==> src/rtl/pps_hub_pkg.sv <==
// Shared helpers for the pulse-per-second hub.
// Assumes: nothing beyond IEEE 1800-2017 constant functions.
package pps_hub_pkg;

    // Index width for a count of items; never less than one bit.
    function automatic int unsigned idx_width(input int unsigned n);
        return (n > 1) ? $clog2(n) : 1;
    endfunction

endpackage

==> src/rtl/pps_hub_inport.sv <==
// One reference channel: two-flop synchroniser, rising-edge detector and
// divide-by-N event qualifier.
// Assumes: ref_i is asynchronous and each level lasts at least one clock.
// A divisor of 0 or 1 passes every edge.
module pps_hub_inport #(
    parameter int unsigned PRE_W = 32
) (
    input  logic             clk,
    input  logic             rst_n,
    input  logic             ref_i,
    input  logic             div_we_i,
    input  logic [PRE_W-1:0] div_i,
    output logic             evt_o
);

    logic [2:0]       sync_q;
    logic [PRE_W-1:0] div_q;
    logic [PRE_W-1:0] cnt_q;
    logic             rise;
    logic             at_limit;

    // Bring the input into the clock domain and keep one stage of history.
    always_ff @(posedge clk) begin
        if (!rst_n) sync_q <= '0;
        else        sync_q <= {sync_q[1:0], ref_i};
    end

    assign rise     = sync_q[1] & ~sync_q[2];
    assign at_limit = (div_q == '0) || (cnt_q == div_q - 1'b1);
    assign evt_o    = rise && at_limit;

    // Hold the divisor and count qualified edges toward it.
    always_ff @(posedge clk) begin
        if (!rst_n) begin
            div_q <= '0;
            cnt_q <= '0;
        end else if (div_we_i) begin
            div_q <= div_i;
            cnt_q <= '0;
        end else if (rise) begin
            cnt_q <= at_limit ? '0 : cnt_q + 1'b1;
        end
    end


    single_event_chk: assert property (@(posedge clk) disable iff (!rst_n)
        evt_o |=> !evt_o);

endmodule

==> src/rtl/pps_hub_tsq.sv <==
// Timestamp capture and queue. Each channel has a holding slot that latches
// the tick count on its event. A fixed-priority picker moves the lowest
// pending slot into a show-ahead queue, one record per clock.
// Assumes: DEPTH >= 2. Records that find the queue full are dropped and
// flagged.
module pps_hub_tsq #(
    parameter int unsigned N_CH  = 4,
    parameter int unsigned TW    = 32,
    parameter int unsigned DEPTH = 8,
    localparam int unsigned CH_W = pps_hub_pkg::idx_width(N_CH),
    localparam int unsigned AW   = pps_hub_pkg::idx_width(DEPTH)
) (
    input  logic            clk,
    input  logic            rst_n,
    input  logic [N_CH-1:0] evt_i,
    input  logic [TW-1:0]   tick_i,
    input  logic            pop_req_i,
    input  logic            clr_i,
    output logic            head_v_o,
    output logic [CH_W-1:0] head_ch_o,
    output logic [TW-1:0]   head_ts_o,
    output logic            ovf_o
);

    logic [N_CH-1:0] hold_v;
    logic [TW-1:0]   hold_ts [N_CH];
    logic [N_CH-1:0] grant;
    logic            push;
    logic [CH_W-1:0] push_ch;
    logic [TW-1:0]   push_ts;
    logic            lost;

    logic [CH_W-1:0] mem_ch [DEPTH];
    logic [TW-1:0]   mem_ts [DEPTH];
    logic [AW-1:0]   wp_q, rp_q;
    logic [AW:0]     cnt_q;
    logic            full, pop, wr;

    // Pick the lowest-numbered pending slot.
    always_comb begin
        grant   = '0;
        push    = 1'b0;
        push_ch = '0;
        push_ts = '0;
        for (int i = 0; i < N_CH; i++) begin
            if (hold_v[i] && !push) begin
                grant[i] = 1'b1;
                push     = 1'b1;
                push_ch  = CH_W'(i);
                push_ts  = hold_ts[i];
            end
        end
    end

    assign lost = |(evt_i & hold_v & ~grant);

    // Latch the arrival time per channel; release the slot once it is picked.
    always_ff @(posedge clk) begin
        if (!rst_n) begin
            hold_v <= '0;
            for (int i = 0; i < N_CH; i++) hold_ts[i] <= '0;
        end else begin
            for (int i = 0; i < N_CH; i++) begin
                if (evt_i[i]) begin
                    hold_v[i]  <= 1'b1;
                    hold_ts[i] <= tick_i;
                end else if (grant[i]) begin
                    hold_v[i]  <= 1'b0;
                end
            end
        end
    end

    assign full = (cnt_q == (AW+1)'(DEPTH));
    assign pop  = pop_req_i && (cnt_q != '0);
    assign wr   = push && !full;

    // Record storage.
    always_ff @(posedge clk) begin
        if (wr) begin
            mem_ch[wp_q] <= push_ch;
            mem_ts[wp_q] <= push_ts;
        end
    end

    // Queue pointers and fill level.
    always_ff @(posedge clk) begin
        if (!rst_n) begin
            wp_q  <= '0;
            rp_q  <= '0;
            cnt_q <= '0;
        end else begin
            if (wr)  wp_q <= (wp_q == AW'(DEPTH-1)) ? '0 : wp_q + 1'b1;
            if (pop) rp_q <= (rp_q == AW'(DEPTH-1)) ? '0 : rp_q + 1'b1;
            cnt_q <= cnt_q + (AW+1)'(wr) - (AW+1)'(pop);
        end
    end

    // Sticky loss flag; a new loss outranks the clear.
    always_ff @(posedge clk) begin
        if (!rst_n)                     ovf_o <= 1'b0;
        else if ((push && full) || lost) ovf_o <= 1'b1;
        else if (clr_i)                 ovf_o <= 1'b0;
    end

    assign head_v_o  = (cnt_q != '0);
    assign head_ch_o = mem_ch[rp_q];
    assign head_ts_o = mem_ts[rp_q];


    fill_bound_chk: assert property (@(posedge clk) disable iff (!rst_n)
        cnt_q <= (AW+1)'(DEPTH));


    same_time_order_chk: assert property (@(posedge clk) disable iff (!rst_n)
        (push && $past(push) && push_ts == $past(push_ts)) |-> push_ch > $past(push_ch));


    ovf_sticky_chk: assert property (@(posedge clk) disable iff (!rst_n)
        (ovf_o && !clr_i) |=> ovf_o);

endmodule

==> src/rtl/pps_hub_pulsegen.sv <==
// Output pulse placer. It fires when the tick counter equals the armed
// position and drives the pulse for the programmed width. It re-arms from
// the host's pending placement or, if there is none, from the last position
// plus one nominal second.
// Assumes: the host writes placements at least one firing ahead.
module pps_hub_pulsegen #(
    parameter int unsigned TW        = 32,
    parameter int unsigned SEC_TICKS = 100_000_000,
    parameter int unsigned WID_W     = 16,
    parameter int unsigned DEF_WIDTH = 1000
) (
    input  logic             clk,
    input  logic             rst_n,
    input  logic [TW-1:0]    tick_i,
    input  logic             place_we_i,
    input  logic [TW-1:0]    place_i,
    input  logic             width_we_i,
    input  logic [WID_W-1:0] width_i,
    output logic             pulse_o
);

    localparam logic [TW-1:0] STEP = TW'(SEC_TICKS);

    logic [TW-1:0]    next_q;
    logic [TW-1:0]    pend_q;
    logic             pend_v;
    logic [WID_W-1:0] width_q;
    logic [WID_W-1:0] remain_q;
    logic             fire;

    assign fire = (tick_i == next_q);

    // Armed position and the one-deep pending placement.
    always_ff @(posedge clk) begin
        if (!rst_n) begin
            next_q <= STEP;
            pend_q <= '0;
            pend_v <= 1'b0;
        end else begin
            if (fire) next_q <= pend_v ? pend_q : next_q + STEP;
            if (place_we_i) begin
                pend_q <= place_i;
                pend_v <= 1'b1;
            end else if (fire) begin
                pend_v <= 1'b0;
            end
        end
    end

    // Programmed pulse width.
    always_ff @(posedge clk) begin
        if (!rst_n)          width_q <= WID_W'(DEF_WIDTH);
        else if (width_we_i) width_q <= width_i;
    end

    // Remaining high time of the current pulse.
    always_ff @(posedge clk) begin
        if (!rst_n)                remain_q <= '0;
        else if (fire)             remain_q <= width_q;
        else if (remain_q != '0)   remain_q <= remain_q - 1'b1;
    end

    assign pulse_o = (remain_q != '0);


    fire_drives_pulse_chk: assert property (@(posedge clk) disable iff (!rst_n)
        (fire && width_q != '0) |=> pulse_o);


    free_run_rearm_chk: assert property (@(posedge clk) disable iff (!rst_n)
        (fire && !pend_v) |=> next_q == $past(next_q) + STEP);


    host_rearm_chk: assert property (@(posedge clk) disable iff (!rst_n)
        (fire && pend_v) |=> next_q == $past(pend_q));

endmodule

==> src/rtl/pps_hub.sv <==
// Top of the hub. Holds the free-running tick counter, one input channel per
// reference, the capture queue and the output pulse placer.
// Assumes: clk is the fast tick clock. The host services the queue faster
// than records arrive on average.
module pps_hub #(
    parameter int unsigned N_CH      = 4,
    parameter int unsigned TW        = 32,
    parameter int unsigned PRE_W     = 32,
    parameter int unsigned DEPTH     = 8,
    parameter int unsigned SEC_TICKS = 100_000_000,
    parameter int unsigned WID_W     = 16,
    parameter int unsigned DEF_WIDTH = 1000,
    localparam int unsigned CH_W     = pps_hub_pkg::idx_width(N_CH)
) (
    input  logic             clk,
    input  logic             rst_n,
    input  logic [N_CH-1:0]  ref_in,
    input  logic             div_wr,
    input  logic [CH_W-1:0]  div_sel,
    input  logic [PRE_W-1:0] div_val,
    input  logic             ts_rd,
    input  logic             ovf_clr,
    input  logic             place_wr,
    input  logic [TW-1:0]    place_val,
    input  logic             width_wr,
    input  logic [WID_W-1:0] width_val,
    output logic             ts_valid,
    output logic [CH_W-1:0]  ts_chan,
    output logic [TW-1:0]    ts_time,
    output logic             ts_ovf,
    output logic             pps_out,
    output logic [TW-1:0]    tick_count
);

    logic [TW-1:0]   tick_q;
    logic [N_CH-1:0] evt;

    // Free-running timebase.
    always_ff @(posedge clk) begin
        if (!rst_n) tick_q <= '0;
        else        tick_q <= tick_q + 1'b1;
    end

    assign tick_count = tick_q;

    for (genvar g = 0; g < N_CH; g++) begin : g_chan
        pps_hub_inport #(.PRE_W(PRE_W)) u_in (
            .clk      (clk),
            .rst_n    (rst_n),
            .ref_i    (ref_in[g]),
            .div_we_i (div_wr && (div_sel == CH_W'(g))),
            .div_i    (div_val),
            .evt_o    (evt[g])
        );
    end

    pps_hub_tsq #(.N_CH(N_CH), .TW(TW), .DEPTH(DEPTH)) u_q (
        .clk       (clk),
        .rst_n     (rst_n),
        .evt_i     (evt),
        .tick_i    (tick_q),
        .pop_req_i (ts_rd),
        .clr_i     (ovf_clr),
        .head_v_o  (ts_valid),
        .head_ch_o (ts_chan),
        .head_ts_o (ts_time),
        .ovf_o     (ts_ovf)
    );

    pps_hub_pulsegen #(.TW(TW), .SEC_TICKS(SEC_TICKS), .WID_W(WID_W),
                       .DEF_WIDTH(DEF_WIDTH)) u_pg (
        .clk        (clk),
        .rst_n      (rst_n),
        .tick_i     (tick_q),
        .place_we_i (place_wr),
        .place_i    (place_val),
        .width_we_i (width_wr),
        .width_i    (width_val),
        .pulse_o    (pps_out)
    );


    tick_step_chk: assert property (@(posedge clk) disable iff (!rst_n)
        (tick_q != {TW{1'b1}}) |=> tick_q == $past(tick_q) + 1'b1);


    tick_wrap_chk: assert property (@(posedge clk) disable iff (!rst_n)
        (tick_q == {TW{1'b1}}) |=> tick_q == '0);

endmodule

==> config.mk <==
export PLATFORM = sky130hd
export DESIGN_NAME = pps_hub
export DESIGN_NICKNAME = d
export VERILOG_FILES = /design/src/rtl/pps_hub_pkg.sv /design/src/rtl/pps_hub_inport.sv /design/src/rtl/pps_hub_tsq.sv /design/src/rtl/pps_hub_pulsegen.sv /design/src/rtl/pps_hub.sv
export SDC_FILE = /design/constraint.sdc
export NUM_CORES = 1
export LEC_CHECK = 0
export CAP_MARGIN = 5
export CORE_MARGIN = 2
export CORE_UTILIZATION = 63
export CTS_BUF_LIST = sky130_fd_sc_hd__clkbuf_4
export DETAILED_ROUTE_END_ITERATION = 7
export PLACE_DENSITY = 0.82
export REMOVE_ABC_BUFFERS = 1
export SKIP_LAST_GASP = 1
export SYNTH_ARGS = -nofsm -noshare
export SYNTH_HDL_FRONTEND = slang
export SYNTH_SLANG_ARGS = --single-unit
==> constraint.sdc <==
create_clock -name clk -period 6.35 [get_ports clk]
set_clock_uncertainty 0.05 [all_clocks]
set_input_delay 0.635 -clock clk [delete_from_list [all_inputs] [get_ports clk]]
set_output_delay 0.635 -clock clk [all_outputs]
set_load 0.02 [all_outputs]
# Word level (Yosys, flattened, before mapping)
# Memories as Yosys holds them, arrays and structs flattened. A register that Yosys moved wholly into a read port is not among the register bits.
# Cells that the tools add are included.
# op_classes
n_addsub	15
eq_ne	11
n_mux	58
bitwise	16
n_reduce_logical	42
# op_table
cell	count
2-to-1 mux 32 bit	13
adder 32 x 1 -> 32 bit, second input constant	5
== test 32 bit	5
logical NOT 32 bit	4
subtractor 32 x 1 -> 32 bit, second input constant	4
2-to-1 mux 1 bit	35
adder 32 x 27 -> 32 bit, second input constant	1
2-to-1 mux 16 bit	2
2-to-1 mux 3 bit	6
nonzero test 16 bit	1
subtractor 16 x 1 -> 16 bit, second input constant	1
logical AND 1 bit	14
nonzero test 2 bit	7
AND 4 bit	2
OR reduction 2 bit	4
adder 3 x 1 -> 3 bit, second input constant	2
== test 3 bit, second input constant	2
logical OR 1 bit	5
NOT 1 bit	5
adder 4 x 1 -> 4 bit	1
AND 1 bit	4
== test 2 bit, second input constant	2
== test 4 bit, second input constant	1
logical NOT 1 bit	4
8 further kinds	12
# totals
ff_bits	412
ram_bits	400
inputBits	93
output_inout_bits	69
memories	3
# mem_list
memory	words	word_bits	rd	rd_clocked_by_memory_dff	write_ports	line	text
u_q.mem_ts	8	32	1	1	1	pps_hub_tsq.sv:34	logic [TW-1:0] mem_ts [DEPTH];
u_q.hold_ts	4	32	4	0	4	pps_hub_tsq.sv:26	logic [TW-1:0] hold_ts [N_CH];
u_q.mem_ch	8	2	1	1	1	pps_hub_tsq.sv:33	logic [CH_W-1:0] mem_ch [DEPTH];

# Logic depth before layout (Yosys ltp)
# logic_depth
depth_word	15
depth_mapped	14
mapped_depth_nobuf	12

# Cells and area by module
# From an unflattened synthesis, not the netlist that was laid out.
# hier_totals
hier_cells	3559
area_unflattened_um2	39688.1
# by_module_without_submodules
mod	n_inst	cells_each	area_per_inst_um2
pps_hub_tsq	1	931	16776.1
pps_hub_inport	4	469	4120.2
pps_hub_pulsegen	1	566	4854.7
pps_hub	1	186	1576.5

# Worst setup path before layout
# No wires, ideal clock.
# synth_timing
path_kind	register to register
from	reg u_q.hold_v[0]
to	mem u_q.mem_ch[4][0] (netlist name), enable pin
arrival_time_ns	4.536
t_required_ns	5.778
path_slack_ns	1.242
path_stages_with_launch	6
period_less_slack_ns	5.108
cell_sequence	dfxtp_1 -> clkbuf_1 -> or3_1 -> clkbuf_1 -> o21ai_1 -> nor4b_1
# synth_via
elab_chain_cells	13
# synth_rtl
item	line	text
from (decl)	pps_hub_tsq.sv:25	logic [N_CH-1:0] hold_v;
from (signal assigned)	pps_hub_tsq.sv:60	hold_v <= '0;
from (signal, indexed assignment)	pps_hub_tsq.sv:65	hold_v[i] <= 1'b1;
from (signal, indexed assignment)	pps_hub_tsq.sv:68	hold_v[i] <= 1'b0;
2-to-1 mux 1 bit (*)	pps_hub_tsq.sv:46	if (hold_v[i] && !push) begin
logical NOT 1 bit	pps_hub_tsq.sv:46	
logical AND 1 bit	pps_hub_tsq.sv:46	
2-to-1 mux 1 bit (*)	pps_hub_tsq.sv:46	
logical NOT 1 bit	pps_hub_tsq.sv:46	
logical AND 1 bit	pps_hub_tsq.sv:46	
2-to-1 mux 1 bit (*)	pps_hub_tsq.sv:46	
logical NOT 1 bit	pps_hub_tsq.sv:46	
logical AND 1 bit	pps_hub_tsq.sv:46	
2-to-1 mux 1 bit (*)	pps_hub_tsq.sv:46	
logical AND 1 bit (*)	pps_hub_tsq.sv:76	assign wr = push && !full;
2-to-1 mux 1 bit (*)	pps_hub_tsq.sv:80	if (wr) begin
2-to-1 mux 1 bit (not written as such) (*)	pps_hub_tsq.sv:81	mem_ch[wp_q] <= push_ch;
to (decl)	pps_hub_tsq.sv:33	
# Mark *: on every way between the ends. The rest lies on a longest branch, timed or not.

==> metrics.cfg <==
[power]
p_per_area_mw_per_mm2 = 285
ir_drop_v = 0.000202
power_mw = 12.0
p_leak_nw = 15.2

[floorplan]
row_count = 89
fp.dieArea_mm2 = 0.0611
initial_utilization_pct = 63.4
die_h_um = 247
fp.dieW_um = 247
io_pins = 162
coreArea_mm2 = 0.0588

[place]
place.gp.congestion = 0.927
dpl.hpwl_um = 57400
portBuffers = 161

[synth]
synth_cell_types = 81
synth_common_cells = nand2_1 (419), dfxtp_1 (415), edfxtp_1 (400)
ys_async_sr_fraction_pct = 0
synth_most_common_cell = nand2_1
syn_area_per_cell_um2 = 10.6
syn_area_mm2 = 0.0373
synth_top_area_cell = edfxtp_1
yosysSeqAreaShare_pct = 54.5
synth_edf_count = 400
synthDominantCellAreaShare_pct = 32.2
synth_area_leaders = edfxtp_1 (32%), dfxtp_1 (22%), xor2_1 (4.3%)
synth_seq_cells = 815
ys_warn_count = 0
synthCells = 3516
synth_ff_type = dfxtp_1

[job]
drv_cap = 0

[global_route]
track_usage_pct = 29.4
globalRouteOverflowTotal = 0
grt_max_degree = 153
grt_pass1_wl_um = 140000
grt_pass1_vias = 26147
antenna_found_initial = 2

[setup_path]
reg2regPathDepth = 9
worstSetupEndpoint = ts_time[22]
cp_data_arrival_time_ns = 3.95
startpoint_type = flop
r2r_slack_ns = 1.98
critPathRequiredTime_ns = 5.66
rr_startpoint = g_chan[0].u_in.div_q[2]$_SDFFE_PN0P_
path_class = reg -> out
cp-end-kind = output pin
r2r_end = u_q.hold_ts[0][28]$_SDFFCE_PN0P_
cp_max_fo = 42

[outcome]
status = finished clean

[route]
drc_errors = 0
vias_per_cell = 5.91
detail_route.wirelength_um = 89000
antenna_left = 0
drtIter0Drc = 2485
vias = 27351
first_pass_iters = 6
routedWlPerCell_um = 19.2

[layout]
final_nets = 3814
layout-drive-gt1-share_pct = 13.2
fillerInstances = 4170
area_growth_syn_to_layout_pct = 12.8

[cts]
holdBufCountCts = 1
numCtsBuffers = 196
cts.sinks = 815
post_cts_buffers = 0
htreeDepth = 4
cts_tree = done
clk_pin_slew_ns = 0.06
clockRootBuffer = clkbuf_4
clock_path_buffers = 3
ctsResizeCount = 0
clk-insertion-delay-late_ns = 1.04

[timing]
fmax_mhz = 216
finalCritPeriodShare_pct = 73.0
finalSetupViolCount = 0
final.setup.tns_ns = 0
worstMarginPinSlew_ns = 1.21
grt_setup_unrepaired = false
hold_viol_final = 0
post-route-min-period_ns = 4.63
drv_slew = 0
relSlewSlack_pct = 19.0

[min_path]
hp-class = in -> reg

==> area by class of cell <==
type                            instances  area, µm²  share of cell area (%)
Clock inverter                         48        378                   0.899
Inverter                               42        165                   0.393
Antenna cell                            4       10.0                  0.0238
Sequential cell                       815      20300                    48.4
Multi-Input combinational cell       2451      16000                    38.2
Tap cell                              773        967                    2.30
Timing Repair Buffer                  193       1850                    4.39
Clock buffer                          304       2280                    5.43
==> worst min path at each step <==
stage                                              startpoint                                  end  slack, ns  depth (start not counted)
after floorplan           g_chan[0].u_in.sync_q[0]$_SDFF_PN0_  g_chan[0].u_in.sync_q[1]$_SDFF_PN0_       0.36                          1
after global placement    g_chan[1].u_in.sync_q[0]$_SDFF_PN0_  g_chan[1].u_in.sync_q[1]$_SDFF_PN0_       0.36                          1
after detailed placement  g_chan[0].u_in.sync_q[0]$_SDFF_PN0_  g_chan[0].u_in.sync_q[1]$_SDFF_PN0_       0.37                          1
after CTS                                        width_val[9]         u_pg.width_q[9]$_SDFFE_PN1P_       0.03                          3
after global routing                             width_val[8]         u_pg.width_q[8]$_SDFFE_PN1P_       0.04                          3
final                                            width_val[9]         u_pg.width_q[9]$_SDFFE_PN1P_       0.12                          3
==> sequential cells by signal (all words and copies together), names as in the netlist, named ones only <==
register,flops
g_chan.u_in.cnt_q,128
g_chan.u_in.div_q,128
g_chan.u_in.sync_q,12
tick_count,32
u_pg.next_q,32
u_pg.pend_q,32
u_pg.pend_v,1
u_pg.remain_q,16
u_pg.width_q,16
u_q.cnt_q,4
u_q.hold_ts,128
u_q.hold_v,4
u_q.mem_ch,16
u_q.mem_ts,256
u_q.ovf_o,1
u_q.rp_q,3
u_q.wp_q,3
==> per-layer routing <==
layer | vias to the layer above | global-route usage, % | wire length (µm) | part of all wire [%]
met5 | - | 0 | 0 | 0
met4 | 0 | 9.60 | 2230 | 2.5
met3 | 151 | 5.95 | 6480 | 7.3
met2 | 977 | 48.6 | 43200 | 49
met1 | 13148 | 38.8 | 37100 | 42
li1 | 13075 | - | - | -
==> report_power, final <==
group	total, mW	switching (mW)	internal, mW	leakage (nW)
clock	4.42	2.10	2.33	1.57
combinational	1.73	0.896	0.832	6.56
sequential	5.83	0.183	5.65	7.11
total	12.0	3.17	8.81	15.2
==> layout by cell type (no fill, tap or decap), types with 19 or more instances in the layout <==
cell / synthesis / routed
nand2_1: 419 / 419
dfxtp_1: 415 / 411
edfxtp_1: 400 / 400
nor2_1: 380 / 375
clkbuf_4: 0 / 304
a21oi_1: 214 / 214
xor2_1: 181 / 181
clkdlybuf4s50_1: 0 / 159
xnor2_1: 157 / 157
and2_1: 125 / 125
and3_1: 88 / 88
nand3_1: 84 / 83
mux2i_1: 71 / 71
mux4_2: 68 / 68
nor3_1: 71 / 66
o21ai_0: 53 / 53
nand4_1: 46 / 46
inv_1: 41 / 40
nor4_1: 40 / 39
or3_1: 37 / 37
mux2_2: 37 / 37
a22oi_1: 35 / 35
clkinv_1: 1 / 33
a221o_1: 32 / 32
buf_4: 3 / 32
nor2b_1: 25 / 24
or4_1: 21 / 21
nand2b_1: 21 / 21
ha_1: 21 / 21
and4_1: 19 / 19
==> metrics by stage <==
| step | std cells | setup slack [ns] | hold slack, ns | utilization [%] | cell area [µm²] |
|---|---|---|---|---|---|
| floorplan | 3308 | 0.142 | 0.362 | - | 36400 |
| global placement | 4273 | 2.16 | 0.365 | 66.9 | 39300 |
| detailed placement | 4273 | 2.01 | 0.371 | 66.9 | 39300 |
| CTS | 4626 | 1.53 | 0.0337 | 71.5 | 42000 |
| global route | 4630 | 1.41 | 0.0438 | 71.5 | 42000 |
| finish | 4630 | 1.72 | 0.123 | 71.5 | 42000 |
==> kinds of logic after synthesis <==
logic type	count (synthesis)	synth area share (%)
xor+xnor	338	7.94
compound gates	467	7.96
mux	176	7.13
flops	815	54.5
simple gates	1448	19.0
fa+ha+maj	22	0.759
buf+inv	250	2.65
==> worst max-delay path: stages (launching register included) <==
cell             delay [ns]
dfxtp_4                0.88
buf_4                  0.60
mux4_2                 0.60
mux2_2                 0.31
clkdlybuf4s50_1        0.54
Note: power is estimated with default switching activity, not from simulation.
